## src/rtl/chardisp_pkg.sv

```systemverilog
package chardisp_pkg;
  localparam int BUS_W = 8;
  localparam int NIB_W = 4;

  // clocks needed to cover a time in ns, never below one
  function automatic int ns2cyc(input int ns, input int clk_ns);
    int c;
    c = (ns + clk_ns - 1) / clk_ns;
    return (c < 1) ? 1 : c;
  endfunction

  function automatic int imax(input int a, input int b);
    return (a > b) ? a : b;
  endfunction

  typedef enum logic [2:0] {PH_IDLE, PH_SETUP, PH_HIGH, PH_HOLD, PH_PAD} phase_t;
endpackage

```

## src/rtl/chardisp_beat.sv

```systemverilog
// One enable cycle on the display bus: setup, high, hold, pad to period.
module chardisp_beat
  import chardisp_pkg::*;
#(
  parameter int CLK_NS   = 20,
  parameter int T_AS_NS  = 30,
  parameter int T_AH_NS  = 10,
  parameter int T_PW_NS  = 150,
  parameter int T_CYC_NS = 400,
  parameter int T_DSW_NS = 40,
  parameter int T_DH_NS  = 10,
  parameter int T_DDR_NS = 100
) (
  input  logic             clk,
  input  logic             rst,
  input  logic             go,
  input  logic             rs_i,
  input  logic             rw_i,
  input  logic [BUS_W-1:0] byte_i,
  input  logic [BUS_W-1:0] din,
  output logic             fin,
  output logic [BUS_W-1:0] cap,
  output logic             bus_rs,
  output logic             bus_rw,
  output logic             bus_en,
  output logic             bus_oe,
  output logic [BUS_W-1:0] bus_dout
);
  localparam int N_AS   = ns2cyc(T_AS_NS, CLK_NS);
  localparam int N_HI   = imax(imax(ns2cyc(T_PW_NS, CLK_NS), ns2cyc(T_DSW_NS, CLK_NS)),
                               ns2cyc(T_DDR_NS, CLK_NS));
  localparam int N_HOLD = imax(ns2cyc(T_AH_NS, CLK_NS), ns2cyc(T_DH_NS, CLK_NS));
  localparam int N_USED = N_AS + N_HI + N_HOLD;
  localparam int N_PAD  = imax(1, ns2cyc(T_CYC_NS, CLK_NS) - N_USED);
  localparam int N_MAX  = imax(imax(N_AS, N_HI), imax(N_HOLD, N_PAD));
  localparam int CW     = $clog2(N_MAX + 1);

  phase_t        ph;
  logic [CW-1:0] cnt;

  always_ff @(posedge clk) begin
    if (rst) begin
      ph       <= PH_IDLE;
      cnt      <= '0;
      fin      <= 1'b0;
      cap      <= '0;
      bus_rs   <= 1'b0;
      bus_rw   <= 1'b0;
      bus_en   <= 1'b0;
      bus_oe   <= 1'b0;
      bus_dout <= '0;
    end else begin
      fin <= 1'b0;
      case (ph)
        PH_IDLE: if (go) begin
          bus_rs   <= rs_i;
          bus_rw   <= rw_i;
          bus_oe   <= ~rw_i;
          bus_dout <= byte_i;
          cnt      <= CW'(N_AS - 1);
          ph       <= PH_SETUP;
        end
        PH_SETUP: if (cnt == '0) begin
          bus_en <= 1'b1;
          cnt    <= CW'(N_HI - 1);
          ph     <= PH_HIGH;
        end else cnt <= cnt - 1'b1;
        PH_HIGH: if (cnt == '0) begin
          bus_en <= 1'b0;
          cap    <= din;            // last clock of the high phase
          cnt    <= CW'(N_HOLD - 1);
          ph     <= PH_HOLD;
        end else cnt <= cnt - 1'b1;
        PH_HOLD: if (cnt == '0) begin
          bus_oe <= 1'b0;           // released ahead of any direction change
          cnt    <= CW'(N_PAD - 1);
          ph     <= PH_PAD;
        end else cnt <= cnt - 1'b1;
        PH_PAD: if (cnt == '0) begin
          fin <= 1'b1;
          ph  <= PH_IDLE;
        end else cnt <= cnt - 1'b1;
        default: ph <= PH_IDLE;
      endcase
    end
  end
endmodule

```

## src/rtl/chardisp_xfer.sv

```systemverilog
// Splits a byte into one or two enable cycles and gathers read nibbles.
module chardisp_xfer
  import chardisp_pkg::*;
(
  input  logic             clk,
  input  logic             rst,
  input  logic             start,
  input  logic             rs_i,
  input  logic             rw_i,
  input  logic             nib_i,
  input  logic [BUS_W-1:0] byte_i,
  output logic             fin,
  output logic [BUS_W-1:0] rbyte,
  output logic             beat_go,
  output logic             beat_rs,
  output logic             beat_rw,
  output logic [BUS_W-1:0] beat_byte,
  input  logic             beat_fin,
  input  logic [BUS_W-1:0] beat_cap
);
  typedef enum logic [1:0] {XS_IDLE, XS_FIRST, XS_SECOND} xs_t;

  xs_t              xs;
  logic             nib_q;
  logic [NIB_W-1:0] lo_q;
  logic [NIB_W-1:0] hi_q;

  always_ff @(posedge clk) begin
    if (rst) begin
      xs        <= XS_IDLE;
      nib_q     <= 1'b0;
      lo_q      <= '0;
      hi_q      <= '0;
      fin       <= 1'b0;
      rbyte     <= '0;
      beat_go   <= 1'b0;
      beat_rs   <= 1'b0;
      beat_rw   <= 1'b0;
      beat_byte <= '0;
    end else begin
      fin     <= 1'b0;
      beat_go <= 1'b0;
      case (xs)
        XS_IDLE: if (start) begin
          beat_rs   <= rs_i;
          beat_rw   <= rw_i;
          nib_q     <= nib_i;
          lo_q      <= byte_i[NIB_W-1:0];
          beat_byte <= nib_i ? {byte_i[BUS_W-1:NIB_W], {NIB_W{1'b0}}} : byte_i;
          beat_go   <= 1'b1;
          xs        <= XS_FIRST;
        end
        XS_FIRST: if (beat_fin) begin
          if (nib_q) begin
            hi_q      <= beat_cap[BUS_W-1:NIB_W];
            beat_byte <= {lo_q, {NIB_W{1'b0}}};
            beat_go   <= 1'b1;
            xs        <= XS_SECOND;
          end else begin
            rbyte <= beat_cap;
            fin   <= 1'b1;
            xs    <= XS_IDLE;
          end
        end
        XS_SECOND: if (beat_fin) begin
          rbyte <= {hi_q, beat_cap[BUS_W-1:NIB_W]};
          fin   <= 1'b1;
          xs    <= XS_IDLE;
        end
        default: xs <= XS_IDLE;
      endcase
    end
  end
endmodule

```

## src/rtl/chardisp_bus_engine.sv

```systemverilog
// Host request/acknowledge front end with busy polling.
module chardisp_bus_engine
  import chardisp_pkg::*;
#(
  parameter int CLK_NS   = 20,
  parameter int T_AS_NS  = 30,
  parameter int T_AH_NS  = 10,
  parameter int T_PW_NS  = 150,
  parameter int T_CYC_NS = 400,
  parameter int T_DSW_NS = 40,
  parameter int T_DH_NS  = 10,
  parameter int T_DDR_NS = 100
) (
  input  logic             clk,
  input  logic             rst,
  input  logic             req,
  input  logic [1:0]       op,
  input  logic             poll,
  input  logic             nib_mode,
  input  logic [BUS_W-1:0] wdata,
  output logic             ack,
  output logic             done,
  output logic [BUS_W-1:0] rdata,
  output logic             bus_rs,
  output logic             bus_rw,
  output logic             bus_en,
  output logic [BUS_W-1:0] bus_dout,
  output logic             bus_oe,
  input  logic [BUS_W-1:0] bus_din
);
  typedef enum logic {TS_IDLE, TS_RUN} ts_t;

  ts_t              ts;
  logic [1:0]       op_q;
  logic             poll_q;
  logic             nib_q;
  logic [BUS_W-1:0] wd_q;
  logic             x_start;
  logic             x_fin;
  logic [BUS_W-1:0] x_rbyte;
  logic             b_go, b_rs, b_rw, b_fin;
  logic [BUS_W-1:0] b_byte, b_cap;

  always_ff @(posedge clk) begin
    if (rst) begin
      ts      <= TS_IDLE;
      op_q    <= '0;
      poll_q  <= 1'b0;
      nib_q   <= 1'b0;
      wd_q    <= '0;
      x_start <= 1'b0;
      ack     <= 1'b0;
      done    <= 1'b0;
      rdata   <= '0;
    end else begin
      ack     <= 1'b0;
      done    <= 1'b0;
      x_start <= 1'b0;
      case (ts)
        TS_IDLE: if (req) begin
          ack     <= 1'b1;
          op_q    <= poll ? 2'b01 : op;
          poll_q  <= poll;
          nib_q   <= nib_mode;
          wd_q    <= wdata;
          x_start <= 1'b1;
          ts      <= TS_RUN;
        end
        TS_RUN: if (x_fin) begin
          if (poll_q && x_rbyte[BUS_W-1]) begin
            x_start <= 1'b1;          // still busy: read status again
          end else begin
            done <= 1'b1;
            if (op_q[0]) rdata <= x_rbyte;
            ts <= TS_IDLE;
          end
        end
        default: ts <= TS_IDLE;
      endcase
    end
  end

  chardisp_xfer u_xfer (
    .clk(clk), .rst(rst), .start(x_start),
    .rs_i(op_q[1]), .rw_i(op_q[0]), .nib_i(nib_q), .byte_i(wd_q),
    .fin(x_fin), .rbyte(x_rbyte),
    .beat_go(b_go), .beat_rs(b_rs), .beat_rw(b_rw), .beat_byte(b_byte),
    .beat_fin(b_fin), .beat_cap(b_cap)
  );

  chardisp_beat #(
    .CLK_NS(CLK_NS), .T_AS_NS(T_AS_NS), .T_AH_NS(T_AH_NS), .T_PW_NS(T_PW_NS),
    .T_CYC_NS(T_CYC_NS), .T_DSW_NS(T_DSW_NS), .T_DH_NS(T_DH_NS), .T_DDR_NS(T_DDR_NS)
  ) u_beat (
    .clk(clk), .rst(rst), .go(b_go), .rs_i(b_rs), .rw_i(b_rw), .byte_i(b_byte),
    .din(bus_din), .fin(b_fin), .cap(b_cap),
    .bus_rs(bus_rs), .bus_rw(bus_rw), .bus_en(bus_en), .bus_oe(bus_oe),
    .bus_dout(bus_dout)
  );
endmodule

```

## config.mk

```make
export PLATFORM = sky130hd
export DESIGN_NAME = chardisp_bus_engine
export DESIGN_NICKNAME = d
export VERILOG_FILES = /design/src/rtl/chardisp_pkg.sv /design/src/rtl/chardisp_beat.sv /design/src/rtl/chardisp_xfer.sv /design/src/rtl/chardisp_bus_engine.sv
export SDC_FILE = /design/constraint.sdc
export NUM_CORES = 1
export LEC_CHECK = 0
export ABC_CLOCK_PERIOD_IN_PS = 1650
export BUFFER_PORTS_ARGS = -buffer_cell sky130_fd_sc_hd__buf_2
export CELL_PAD_IN_SITES_DETAIL_PLACEMENT = 1
export CELL_PAD_IN_SITES_GLOBAL_PLACEMENT = 1
export CORE_ASPECT_RATIO = 1.25
export CORE_MARGIN = 1
export CORE_UTILIZATION = 39
export DETAILED_ROUTE_END_ITERATION = 12
export PLACE_DENSITY_LB_ADDON = 0.1
export SYNTH_ARGS = -nofsm -noshare
export SYNTH_HDL_FRONTEND = slang
export SYNTH_SLANG_ARGS = --single-unit
```

## constraint.sdc

```tcl
create_clock -name clk -period 1.65 [get_ports clk]
set_input_delay 0.0825 -clock clk [delete_from_list [all_inputs] [get_ports clk]]
set_output_delay 0.0825 -clock clk [all_outputs]
set_load 0.01 [all_outputs]
```

# --- After elaboration in Yosys (flattened, before gate mapping) ---
# Cells that the tools add are included.
classes:
  mux: 48
  eq_ne: 17
  n_bitwise: 5
  reduce_logical: 25
  addsub: 1
ops:
  columns: ["operator", "n"]
  rows:
  - ["$mux 8", 6]
  - ["$pmux 8 s2", 2]
  - ["$mux 4", 6]
  - ["$pmux 4 s5", 1]
  - ["$mux 1", 15]
  - ["$mux 3", 5]
  - ["$pmux 3 s5", 1]
  - ["$reduce_and 3->1", 5]
  - ["$ne 2x1->1 const B", 7]
  - ["$pmux 1 s2", 6]
  - ["$reduce_and 4->1", 3]
  - ["$mux 2", 5]
  - ["$ne 2x2->1 const B", 4]
  - ["$reduce_and 2->1", 4]
  - ["$reduce_bool 2->1", 4]
  - ["$eq 3x2->1 const B", 2]
  - ["$pmux 2 s3", 1]
  - ["$not 1->1", 5]
  - ["$reduce_and 5->1", 1]
  - ["$reduce_bool 5->1", 1]
  - ["$logic_not 4->1", 1]
  - ["$reduce_or 2->1", 2]
  - ["$sub 4x1->4 const B", 1]
  - ["$eq 3x1->1 const B", 1]
  - ["other kinds (7)", 7]
totals:
  out_inout_bits: 22
  word_cells: 124
  regBits: 83
  input_bits: 23

# --- Depth between registers and ports, before layout ---
depth:
  word_depth: 4
  depth_mapped: 9
  ltp_nobuf: 6

# --- By module ---
# A second synthesis with hierarchy kept.
unflattened:
  hier_cells: 408
  hier_area_um2: 3683.5
modules_own_cells:
  columns: ["mod", "instances", "cells_each", "seq_area_each_um2", "area_each_um2"]
  rows:
  - ["chardisp_xfer", 1, 152, 620.6, 1497.7]
  - ["chardisp_beat", 1, 155, 560.5, 1258.7]
  - ["chardisp_bus_engine", 1, 101, 480.5, 927.1]

# --- Least setup slack after synthesis ---
# No wires, ideal clock.
synth_path:
  path_kind: "reg2reg"
  start: "register u_beat.cnt[0]"
  end: "register u_beat.cnt[1]"
  n_path_buf: 1
  path_slack_ns: -0.046
  required_ns: 1.517
  arrival_ns: 1.563
  setup_ns: 0.133
  stages_incl_launch_ff: 8
  period_less_slack_ns: 1.696
  path_cell_list: "dfxtp_1 > buf_2 > inv_1 > ha_1 > or3b_1 > and3_1 > o21bai_1 > a31oi_1"
synth_between:
  elab_chain_len: 3
  elab_cells_between_ends: 9
  classes_between: "add/sub (1); eq/ne (1); mux (5); reduce/logical (2)"
synth_rtl:
  columns: ["element", "line", "source"]
  rows:
  - ["from (decl)", "chardisp_beat.sv:39", "logic [CW-1:0] cnt;"]
  - ["from (signal assigned)", "chardisp_beat.sv:60", "cnt <= CW'(N_AS - 1);"]
  - ["from (signal assigned)", "chardisp_beat.sv:65", "cnt <= CW'(N_HI - 1);"]
  - ["from (signal assigned)", "chardisp_beat.sv:67", "end else cnt <= cnt - 1'b1;"]
  - ["$sub 4x1->4 / $logic_not 4->1 (equally long branches)", null, null]
  - ["$mux 4, or another cell as far along", "chardisp_beat.sv:79", "PH_PAD: if (cnt == '0) begin"]
  - ["$pmux 4 s5 / $reduce_and 3->1 (equally long branches)", null, null]
# Several ways; a longest one is shown, not always the timed one. The select of a mux whose other input is x is not followed.
# A chain may end at the register's enable or synchronous reset.

# --- Worst setup path in the final report ---
# Ends and elaborated chain as after synthesis.

==> flow_metrics.env <==
export IMPL_setup_viol=0
export IMPL_dp_cells=555
export IMPL_hold_path_class="in2reg"
export IMPL_outcome="finished clean"
export IMPL_drt_iter0_drc=86
export IMPL_cts_buffers=9
export IMPL_clk_pin_slew_worst_paths_ps=80
export IMPL_synth_top_family_by_area="simple AND/OR/NAND/NOR gates"
export IMPL_p_comb_share_pct=28.6
export IMPL_yosys_warnings=0
export IMPL_yosys_area_share_simple_pct=22.6
export IMPL_rsz0062_at_grt="no"
export IMPL_ios=45
export IMPL_crit_fanout=6
export IMPL_drt_pass1_iterations=4
export IMPL_postRouteAntennaNets=0
export IMPL_maxCapViolCount=0
export IMPL_synth_nets=425
export IMPL_final_util_pct=50.3
export IMPL_intPower_mw=3.52
export IMPL_synthMuxAreaShare_pct=9.36
export IMPL_fmax_ghz=0.642
export IMPL_num_vias=2961
export IMPL_period_needed_ps=1560
export IMPL_die_w_um=87.1
export IMPL_tightest_slew_ps=581
export IMPL_sw_frac_of_total_pct=31.6
export IMPL_grt_remaining_overflow=0
export IMPL_crit_type="reg2reg"
export IMPL_diodes=0
export IMPL_area_growth_syn_to_layout_pct=24.7
export IMPL_synthTopCellsByArea="dfxtp_1 47%, mux2i_1 9.4%, nand2_1 6.3%"
export IMPL_finalHoldViolCount=0
export IMPL_seqPwrFrac_pct=45.2
export IMPL_synth_compound_area_share_pct=13.9
export IMPL_netSwitchingPower_mw=1.63
export IMPL_grt_max_degree=31
export IMPL_grt_pass1_vias=3085
export IMPL_p_leak_nw=1.72
export IMPL_gr_usage_all_layers_pct=20.0
export IMPL_insertion_delay_ps=360
export IMPL_synth_top_cell_area_share_pct=47.1
export IMPL_ys_seq_elements=83
export IMPL_netlist_instances=397
export IMPL_clkPwrFrac_pct=26.2
export IMPL_arrival_ps=1790
export IMPL_hpwl_um=5660
export IMPL_ir_drop_v=0.000483
export IMPL_yosys_area_share_xor_xnor_pct=0.248
export IMPL_slowest_stage="or3b_4"
export IMPL_synth_edff_count=0
export IMPL_htreeDepth=3
export IMPL_tns_ps=0
export IMPL_max_stage_delay_ps=410
export IMPL_fin_area_mm2=0.00440
export IMPL_critPathLaunchType="flop"
export IMPL_drc=0
export IMPL_skew_ps=8.24
export IMPL_clock_path_buffers=2
export IMPL_grt_pass1_wl_um=14500
export IMPL_avgSynthCellArea_um2=8.89
export IMPL_viasPerCell=4.98
export IMPL_gp_congestion=0.806
export IMPL_port_buffers=44
export IMPL_critPathCaptureType="flop"
export IMPL_cts_tree="yes"
export IMPL_layout_drive_gt1_share_pct=20.8
export IMPL_relSlewSlack_pct=61.1
export IMPL_dieArea_mm2=0.00943
export IMPL_synth_top_flop_cell="dfxtp_1"
export IMPL_initial_core_util_pct=40.3
export IMPL_synth_top_area_cell="dfxtp_1"
export IMPL_wire_per_inst_um=14.2
export IMPL_drt_wl_total_um=8480
export IMPL_power_per_cell_area_mw_per_mm2=1170
export IMPL_synth_area_mm2=0.00353
export IMPL_fin_crit_sh_pct=94.4
export IMPL_cts_root_buf="clkbuf_8"
export IMPL_cp_required_ps=1880
export IMPL_cts_sinks=83
export IMPL_drv_slew=0
export IMPL_die_y_um=108
export IMPL_rows=38
export IMPL_cp_cell_sequence="inv_1, ha_4, or3b_4, and3_1, o21bai_1, a31oi_1"
export IMPL_yosys_cell_types_count=48
export IMPL_core_area_mm2=0.00875
export IMPL_synth_fa_ha_area_share_pct=1.77
export IMPL_dpl_instance_area_mm2=0.00396
export IMPL_fin_cells=595
export IMPL_nets=498
export IMPL_synthArstFlopShare_pct=0
export IMPL_antenna_found_initial=0
export IMPL_ys_seq_area_share_pct=47.1
[registers in the layout, indices dropped and copies added, names as in the netlist, 2 cells and up]
| signal | cells |
|---|---|
| wd_q | 8 |
| u_beat.bus_dout | 8 |
| op_q | 2 |
| u_xfer.hi_q | 4 |
| u_beat.cap | 8 |
| u_xfer.lo_q | 4 |
| u_xfer.beat_byte | 8 |
| u_beat.cnt | 4 |
| rdata | 8 |
| u_beat.ph | 3 |
| u_xfer.xs | 2 |
| u_xfer.rbyte | 8 |
[cells in the final DEF (no fill, tap or decap), types with 2 or more instances in the layout]
cell type,netlist,layout
a211oi_1,13,13
a21oi_1,44,44
a31oi_1,3,3
and3_1,3,2
buf_12,0,3
buf_2,6,44
buf_4,4,22
clkbuf_8,0,11
clkinv_2,0,2
clkinvlp_4,0,2
dfxtp_1,83,83
dlygate4sd3_1,0,21
ha_1,5,3
inv_1,7,6
mux2i_1,33,33
nand2_1,59,59
nand2b_1,8,8
nand3_1,16,16
nand4_1,3,3
nor2_1,46,46
nor2b_1,3,3
nor3_1,9,9
o21ai_0,6,6
o31ai_1,2,2
or3_1,2,2
[synth_stat cells, types with 5 or more instances]
master    number
dfxtp_1       83
nand2_1       59
nor2_1        46
a21oi_1       44
mux2i_1       33
nand3_1       16
a211oi_1      13
clkbuf_1      10
nor3_1         9
nand2b_1       8
inv_1          7
buf_2          6
o21ai_0        6
ha_1           5
[area by class of cell]
| class | count | area [um2] |
|---|---|---|
| multi-input combinational | 279 | 1730 |
| timing repair buffer | 90 | 656 |
| inverter | 7 | 26.3 |
| tap | 120 | 150 |
| clock inverter | 4 | 25.0 |
| fill | 1081 | 4350 |
| sequential | 83 | 1660 |
| clock buffer | 12 | 155 |
[logic make-up (layout without fill, tap and decap cells)]
kind of cell,after synthesis,after routing
buffers and inverters,35,113
adders and majority gates,5,5
and+or+nand+nor,161,161
muxes,33,33
AOI/OAI and AO/OA,79,79
xor gates and xnor gates,1,1
DFF,83,83
[per-layer routing]
layer  GRT usage, %  up-vias  part of all wire, %
met4           8.33        0                  1.7
met1           24.8     1402                   47
met2           33.2       37                   49
met3           4.58       11                  2.2
li1               -     1511                    -
met5              0        -                    0
[worst max-delay path: cells and delay by family, from the launching register on]
family | cells | cell delay (ps)
buf+inv | 1 | 110
simple gates | 2 | 610
compound gates | 2 | 220
fa+ha+maj | 1 | 190
flops | 1 | 320
[what timing repair did]
item,4_1_cts,5_1_grt
hold buffers,21,0
resized for setup,2,4
pin swaps,1,1
buffers inserted,2,1
endpoints found under the hold margin,21,0
setup endpoints to repair,9,14
[power groups by stage]
stage	logic [mW]	clock network [mW]	registers, mW
floorplan	1.03	0	2.28
global placement	1.31	0	2.36
detailed placement	1.34	0	2.36
CTS	1.40	1.41	2.32
global route	1.63	1.51	2.35
finish	1.47	1.35	2.33
[final timing paths]
path,slack [ps],startpoint,cells past startpoint,end
worst max-delay path,90,u_beat.cnt[0],6,u_beat.cnt[1]
worst min-delay path,140,rst,2,u_beat.cap[5]
worst max register to register,90,u_beat.cnt[0],6,u_beat.cnt[1]
worst min register to register,450,u_beat.bus_rw,2,u_beat.bus_rw
[stage by stage]
stage	setup slack (ps)	power, mW	hold WS, ps
after floorplan	10.7	3.31	218
after global placement	53.4	3.67	320
after detailed placement	-57.1	3.70	327
after CTS	6.33	5.13	118
after global routing	11.0	5.48	135
final	92.2	5.15	138
(Power assumes the default switching activity.)
